File: config.mk
export PLATFORM = sky130hd
export DESIGN_NAME = i2c_regslave
export DESIGN_NICKNAME = d
export VERILOG_FILES = /design/src/rtl/i2cs_pkg.sv /design/src/rtl/i2cs_sync.sv /design/src/rtl/i2cs_regfile.sv /design/src/rtl/i2cs_ctrl.sv /design/src/rtl/i2c_regslave.sv
export SDC_FILE = /design/constraint.sdc
export NUM_CORES = 2
export LEC_CHECK = 0
export BUFFER_PORTS_ARGS = -buffer_cell sky130_fd_sc_hd__buf_2
export CAP_MARGIN = 30
export CORE_ASPECT_RATIO = 0.5
export CORE_MARGIN = 5
export CORE_UTILIZATION = 51
export DETAILED_ROUTE_END_ITERATION = 12
export PLACE_DENSITY = 0.66
export SYNTH_ARGS = -nofsm -noshare
export SYNTH_HDL_FRONTEND = slang
export SYNTH_SLANG_ARGS = --single-unit
File: constraint.sdc
create_clock -name clk -period 4 [get_ports clk]
set_clock_uncertainty 0.15 [all_clocks]
set_input_delay 1.2 -clock clk [delete_from_list [all_inputs] [get_ports clk]]
set_output_delay 1.2 -clock clk [all_outputs]
set_load 0.05 [all_outputs]
File: src/rtl/i2cs_pkg.sv
package i2cs_pkg;

  localparam int BYTE_W = 8;

  typedef enum logic [2:0] {
    ST_IDLE,
    ST_RX,
    ST_ACK,
    ST_TX,
    ST_MACK,
    ST_HOLD
  } state_t;

  typedef enum logic [1:0] {
    K_ADDR,
    K_PTR,
    K_DATA
  } kind_t;

  // address byte upper seven bits against device code and strap pins
  function automatic logic addr_hit(input logic [6:0] upper,
                                    input logic [3:0] dev,
                                    input logic [2:0] pins);
    return upper == {dev, pins};
  endfunction

  // data byte gating: lock refuses, latch opens, one register always open
  function automatic logic data_gate(input logic [7:0] ptr,
                                     input logic [7:0] open_reg,
                                     input logic       wel,
                                     input logic       lock);
    return !lock && (wel || (ptr == open_reg));
  endfunction

  function automatic logic is_lock_reg(input logic [7:0] a,
                                       input logic [7:0] r0,
                                       input logic [7:0] r1,
                                       input logic [7:0] r2);
    return (a == r0) || (a == r1) || (a == r2);
  endfunction

endpackage

File: src/rtl/i2cs_sync.sv
module i2cs_sync #(
  parameter int STAGES = 2
) (
  input  logic clk,
  input  logic rst_n,
  input  logic scl_i,
  input  logic sda_i,
  output logic sda_s,
  output logic scl_rise,
  output logic scl_fall,
  output logic start_ev,
  output logic stop_ev
);

  logic [STAGES-1:0] scl_ff;
  logic [STAGES-1:0] sda_ff;
  logic              scl_q;
  logic              sda_q;
  logic              scl_s;

  // idle bus is high, so the chains reset to ones
  always_ff @(posedge clk or negedge rst_n) begin
    if (!rst_n) begin
      scl_ff <= '1;
      sda_ff <= '1;
      scl_q  <= 1'b1;
      sda_q  <= 1'b1;
    end else begin
      scl_ff <= {scl_ff[STAGES-2:0], scl_i};
      sda_ff <= {sda_ff[STAGES-2:0], sda_i};
      scl_q  <= scl_ff[STAGES-1];
      sda_q  <= sda_ff[STAGES-1];
    end
  end

  assign scl_s    = scl_ff[STAGES-1];
  assign sda_s    = sda_ff[STAGES-1];
  assign scl_rise = scl_s & ~scl_q;
  assign scl_fall = ~scl_s & scl_q;
  assign start_ev = scl_s & scl_q & sda_q & ~sda_s;
  assign stop_ev  = scl_s & scl_q & ~sda_q & sda_s;

endmodule

File: src/rtl/i2cs_regfile.sv
module i2cs_regfile #(
  parameter int          ADDR_W  = 8,
  parameter logic [7:0]  WEL_REG = 8'h86,
  parameter int          WEL_BIT = 1
) (
  input  logic       clk,
  input  logic       rst_n,
  input  logic       we,
  input  logic [7:0] addr,
  input  logic [7:0] wdata,
  output logic [7:0] rdata,
  output logic       wel
);

  localparam int DEPTH = 1 << ADDR_W;

  logic [7:0] mem [DEPTH];

  always_ff @(posedge clk or negedge rst_n) begin
    if (!rst_n) begin
      for (int i = 0; i < DEPTH; i++) mem[i] <= '0;
    end else if (we) begin
      mem[addr[ADDR_W-1:0]] <= wdata;
    end
  end

  assign rdata = mem[addr[ADDR_W-1:0]];
  assign wel   = mem[WEL_REG[ADDR_W-1:0]][WEL_BIT];

endmodule

File: src/rtl/i2cs_ctrl.sv
module i2cs_ctrl
  import i2cs_pkg::*;
#(
  parameter logic [3:0] DEV_TYPE = 4'b1010,
  parameter logic [7:0] WEL_REG  = 8'h86,
  parameter logic [7:0] LOCK_A   = 8'h80,
  parameter logic [7:0] LOCK_B   = 8'h85
) (
  input  logic       clk,
  input  logic       rst_n,
  input  logic       sda_s,
  input  logic       scl_rise,
  input  logic       scl_fall,
  input  logic       start_ev,
  input  logic       stop_ev,
  input  logic [2:0] strap,
  input  logic       wel,
  input  logic [7:0] rdata,
  output logic       sda_oe,
  output logic       wr_en,
  output logic [7:0] ptr,
  output logic [7:0] rx_byte,
  output logic       byte_end,
  output kind_t      kind,
  output logic       lock
);

  state_t     state;
  logic [7:0] sh;
  logic [2:0] cnt;
  logic       full;
  logic       rw;
  logic       acked;
  logic       mack;
  logic       ack_now;

  always_comb begin
    unique case (kind)
      K_ADDR:  ack_now = addr_hit(sh[7:1], DEV_TYPE, strap);
      K_PTR:   ack_now = 1'b1;
      default: ack_now = data_gate(ptr, WEL_REG, wel, lock);
    endcase
  end

  assign byte_end = (state == ST_RX) && scl_fall && full;
  assign wr_en    = byte_end && (kind == K_DATA) && ack_now;
  assign rx_byte  = sh;

  always_ff @(posedge clk or negedge rst_n) begin
    if (!rst_n) begin
      state  <= ST_IDLE;
      kind   <= K_ADDR;
      sh     <= '0;
      cnt    <= '0;
      full   <= 1'b0;
      rw     <= 1'b0;
      acked  <= 1'b0;
      mack   <= 1'b0;
      ptr    <= '0;
      lock   <= 1'b0;
      sda_oe <= 1'b0;
    end else if (start_ev) begin
      state  <= ST_RX;
      kind   <= K_ADDR;
      cnt    <= '0;
      full   <= 1'b0;
      lock   <= 1'b0;
      sda_oe <= 1'b0;
    end else if (stop_ev) begin
      state  <= ST_IDLE;
      lock   <= 1'b0;
      sda_oe <= 1'b0;
    end else begin
      unique case (state)
        ST_RX: begin
          if (scl_rise && !full) begin
            sh  <= {sh[6:0], sda_s};
            cnt <= cnt + 3'd1;
            if (cnt == 3'd7) full <= 1'b1;
          end else if (byte_end) begin
            full   <= 1'b0;
            cnt    <= '0;
            acked  <= ack_now;
            sda_oe <= ack_now;
            state  <= ST_ACK;
            unique case (kind)
              K_ADDR: rw  <= sh[0];
              K_PTR:  ptr <= sh;
              default: begin
                if (ack_now) begin
                  ptr <= ptr + 8'd1;
                  if (is_lock_reg(ptr, LOCK_A, LOCK_B, WEL_REG)) lock <= 1'b1;
                end
              end
            endcase
          end
        end
        ST_ACK: begin
          if (scl_fall) begin
            sda_oe <= 1'b0;
            if (!acked) begin
              state <= ST_HOLD;
            end else if (kind == K_ADDR && rw) begin
              state  <= ST_TX;
              sh     <= rdata;
              sda_oe <= ~rdata[7];
              ptr    <= ptr + 8'd1;
              cnt    <= '0;
            end else begin
              state <= ST_RX;
              kind  <= (kind == K_ADDR) ? K_PTR : K_DATA;
            end
          end
        end
        ST_TX: begin
          if (scl_fall) begin
            if (cnt == 3'd7) begin
              state  <= ST_MACK;
              sda_oe <= 1'b0;
              cnt    <= '0;
            end else begin
              sh     <= {sh[6:0], 1'b0};
              sda_oe <= ~sh[6];
              cnt    <= cnt + 3'd1;
            end
          end
        end
        ST_MACK: begin
          if (scl_rise) begin
            mack <= ~sda_s;
          end else if (scl_fall) begin
            if (mack) begin
              state  <= ST_TX;
              sh     <= rdata;
              sda_oe <= ~rdata[7];
              ptr    <= ptr + 8'd1;
              cnt    <= '0;
            end else begin
              state <= ST_HOLD;
            end
          end
        end
        default: ;
      endcase
    end
  end

endmodule

File: src/rtl/i2c_regslave.sv
module i2c_regslave
  import i2cs_pkg::*;
#(
  parameter int         ADDR_W      = 8,
  parameter int         SYNC_STAGES = 2,
  parameter logic [3:0] DEV_TYPE    = 4'b1010,
  parameter logic [7:0] WEL_REG     = 8'h86,
  parameter int         WEL_BIT     = 1,
  parameter logic [7:0] LOCK_A      = 8'h80,
  parameter logic [7:0] LOCK_B      = 8'h85
) (
  input  logic       clk,
  input  logic       rst_n,
  input  logic       scl_i,
  input  logic       sda_i,
  input  logic [2:0] strap,
  output logic       sda_oe
);

  // named internal events, visible to the bound checker
  logic       sda_s;
  logic       scl_rise;
  logic       scl_fall;
  logic       start_ev;
  logic       stop_ev;
  logic       wel;
  logic       wr_en;
  logic [7:0] ptr;
  logic [7:0] rdata;
  logic [7:0] rx_byte;
  logic       byte_end;
  kind_t      kind;
  logic       lock;

  i2cs_sync #(.STAGES(SYNC_STAGES)) u_sync (
    .clk      (clk),
    .rst_n    (rst_n),
    .scl_i    (scl_i),
    .sda_i    (sda_i),
    .sda_s    (sda_s),
    .scl_rise (scl_rise),
    .scl_fall (scl_fall),
    .start_ev (start_ev),
    .stop_ev  (stop_ev)
  );

  i2cs_ctrl #(
    .DEV_TYPE (DEV_TYPE),
    .WEL_REG  (WEL_REG),
    .LOCK_A   (LOCK_A),
    .LOCK_B   (LOCK_B)
  ) u_ctrl (
    .clk      (clk),
    .rst_n    (rst_n),
    .sda_s    (sda_s),
    .scl_rise (scl_rise),
    .scl_fall (scl_fall),
    .start_ev (start_ev),
    .stop_ev  (stop_ev),
    .strap    (strap),
    .wel      (wel),
    .rdata    (rdata),
    .sda_oe   (sda_oe),
    .wr_en    (wr_en),
    .ptr      (ptr),
    .rx_byte  (rx_byte),
    .byte_end (byte_end),
    .kind     (kind),
    .lock     (lock)
  );

  i2cs_regfile #(
    .ADDR_W  (ADDR_W),
    .WEL_REG (WEL_REG),
    .WEL_BIT (WEL_BIT)
  ) u_regs (
    .clk   (clk),
    .rst_n (rst_n),
    .we    (wr_en),
    .addr  (ptr),
    .wdata (rx_byte),
    .rdata (rdata),
    .wel   (wel)
  );

endmodule

==> results.ini <==
[status]
outcome=finished clean

[layout]
n_fill_cell=14253
areaGrowthSynthToFinish_pct=10.89
final_cell_mix=2064 x dfrtp_1, 2015 x mux2_2, 622 x mux4_2, 223 x buf_4, 197 x clkbuf_16
nets=5960
drive_gt1_frac=0.5781
finalNonFillerCells=8600
stdcell_area_um2=107000
final_common_cell=dfrtp_1

[setup_path]
crit_path_cell_trace=buf_12, buf_4, buf_4, mux4_2, a22oi_1, a21oi_1, o41ai_1, buf_4, nand4_1, mux2i_1, a21oi_1
crit_top_cell=buf_4
crit_cells=11
start_kind=flip-flop
critical_path.top_delay_family=compound AO/OA/AOI/OAI gates
cp.required_ns=4.56
worstSetupPathType=flip-flop to flip-flop
slowest_delay_ns=0.68
end_kind=flip-flop
cp.arrival_ns=4.48
worstPathBufferInverterCount=4
path_max_fanout=20
rr_worst_depth=11
critical_path.slowest_cell=o41ai_1

[timing]
maxSlewViolCount=0
setup_viol=0
worstMarginPinSlew_ns=1.118
setup_tns_ns=0
rsz0062_at_grt=false
finalCritPeriodShare=0.9785
relSlewSlack=0.2546
min_period_ns=3.914
fmax_mhz=255.5
hold_viol=0
hold_ws_ns=0.1802

[routing]
antenna_left=0
drc=0
drt_iter0_drc=4700
avgRoutedWirePerCell_um=30.67
wl_um=263700
vias=55051
vias_per_cell=6.401
dr.pass1.iters=6

[clock_network]
cts.clk_slew.worst_paths_ns=0.06
ctsLongestPathBuffers=4
clock_latency_ns=0.84
numCtsBuffers=194
cts_root_buf=clkbuf_16
clock-sinks=2084
cts_setup_buffers=0
cts_tree=done
cts_max_level=4
ctsHoldBuffers=0

[pwr]
power_density_nw_per_um2=409.5
p_switching_uw=11660
internal_power_uw=32160
seqPwrFrac=0.496
cellLeakagePower_uw=0.04989
sw_frac_of_total=0.2661
pwr-share-clk=0.424
ir_worst_vdd_mv=0.5821
combPwrFrac=0.079
p_total_uw=43830

[floorplanning]
initial_core_util=0.5152
io_pins=8
die_w_um=625.2
die-area_um2=198600
core_area_um2=187400
fp-row-count=112
die_h_um=317.6

[synth]
synthCells=5916
synth_edf_count=0
netlist_top_cells_area=dfrtp_1 54%, mux2_2 24%, mux4_2 15%
avgSynthCellArea_um2=16.32
syn_area_um2=96520
synth_seq_area_share=0.5404
yosys_warnings=0
synth_top_area_frac=0.5387
ys_seq_elements=2084
synth_top_area_cell=dfrtp_1
syn-num-nets=5929
async_reset_ff_frac=1.000
synthFlopType=dfrtp_1
ys_types=74

[grt]
grtUsageTotal=0.2674
grt_max_degree=164
grt_pass1_wl_um=399300
grt_pass1_vias=58893
grt.overflow.total=0
antenna_found_initial=8

[placement]
dp_cells=8259
dp_hpwl_um=172300
place_area_um2=100800
gp_congestion=0.8768
numPortBuffers=7

[flow_run]
drv_cap=0

[hold_path]
hp-class=input port to asynchronous set/reset pin

-- cell type report --
cell class / instances / area (um2) / share of cell area
flip-flops and latches: 2084 / 52210 / 0.4877
multi-input cells: 3357 / 42290 / 0.3951
clock buffers: 299 / 5853 / 0.05468
well taps: 2508 / 3138 / 0.02932
repair buffers: 299 / 3090 / 0.02887
clock inverters: 39 / 407.9 / 0.003811
inverters: 11 / 41.29 / 0.0003858
diodes: 3 / 7.507 / 0.00007014
-- logic make-up after synthesis --
kind of cell / share of synthesized area
simple gates: 0.03614
mux: 0.3878
buf+inv: 0.02241
xor+xnor: 0.0004538
compound gates: 0.01207
fa+ha+maj: 0.0007777
flops: 0.5404
-- cells in the mapped netlist, types with 4 or more instances --
cell and count:
clkbuf_1 308, nor2_4 110, nand2b_1 8, a21oi_1 47, nor3_4 5, a31oi_1 6, mux2_2 2015, nand3_2 21
buf_1 19, and3_1 10, buf_6 19, nand3_1 37, mux2i_1 28, a221oi_1 4, nor2_2 83, nor3b_1 6
a22oi_1 43, o22ai_1 6, nor2b_1 11, o21ai_0 26, inv_1 11, nand2_4 5, ha_1 6, a211oi_1 6
dfstp_2 6, mux4_2 622, dfrtp_1 2078, nand2_1 73, nor2_8 10, nor2_1 42, nand4_1 6, o41ai_1 6
buf_2 81, nand2_2 11, mux2_1 40, buf_4 36, nor3_1 7
-- flip-flops by register name, summed over array words and instances (netlist names) --
signal / flops
u_ctrl.kind: 2
u_regs.wel: 1
u_sync.scl_q: 1
u_sync.scl_ff: 2
u_ctrl.sda_oe: 1
u_ctrl.cnt: 3
u_sync.sda_ff: 2
u_ctrl.ptr: 8
u_ctrl.mack: 1
u_ctrl.full: 1
u_regs.mem: 2047
u_ctrl.state: 3
u_sync.sda_q: 1
u_ctrl.rx_byte: 8
u_ctrl.lock: 1
u_ctrl.rw: 1
u_ctrl.acked: 1
-- per-stage QoR --
step | util | setup WS (ns)
3_5_place_dp | 0.5378 | 0.08967
4_1_cts | 0.5712 | 0.07370
3_3_place_gp | 0.5377 | 0.08964
6_report | 0.5713 | 0.08600
5_1_grt | 0.5712 | 0.07316
2_1_floorplan | - | 0.3154
-- timing repair --
action | 4_1_cts | 5_1_grt
endpoints found under the setup margin | 0 | 1
endpoints found under the hold margin | 0 | 0
resized for setup | 0 | 2
-- metal layers --
layer | track usage | share of wire | vias up
met1 | 0.3955 | 0.44 | 30561
met2 | 0.3968 | 0.45 | 1804
li1 | - | - | 22221
met3 | 0.06665 | 0.080 | 463
met5 | 0 | 0.000049 | -
met4 | 0.07366 | 0.031 | 2
-- power groups by stage --
| stage | clock [uW] | sequential [uW] | combinational [uW] |
|---|---|---|---|
| floorplan | 0 | 21500 | 2140 |
| global placement | 0 | 22100 | 3290 |
| detailed placement | 0 | 22100 | 3460 |
| CTS | 18900 | 21700 | 3470 |
| global route | 19800 | 21700 | 3720 |
| finish | 18600 | 21700 | 3480 |
-- worst paths after layout --
kind	start	end	slack, ns
hold reg to reg	u_sync.scl_ff[0]$_DFF_PN1_	u_sync.scl_ff[1]$_DFF_PN1_	0.21
max in group asynchronous	rst_n	u_ctrl.ptr[1]$_DFFE_PN0P_	2.20
setup reg to reg	u_ctrl.ptr[1]$_DFFE_PN0P_	u_ctrl.rx_byte[7]$_DFFE_PN0P_	0.09
hold / removal	rst_n	u_regs.mem[1726]$_DFFE_PN0P_	0.18
min in group clk	u_sync.scl_ff[0]$_DFF_PN1_	u_sync.scl_ff[1]$_DFF_PN1_	0.21
setup / recovery	u_ctrl.ptr[1]$_DFFE_PN0P_	u_ctrl.rx_byte[7]$_DFFE_PN0P_	0.09
Power figures use the tool's default switching activity.
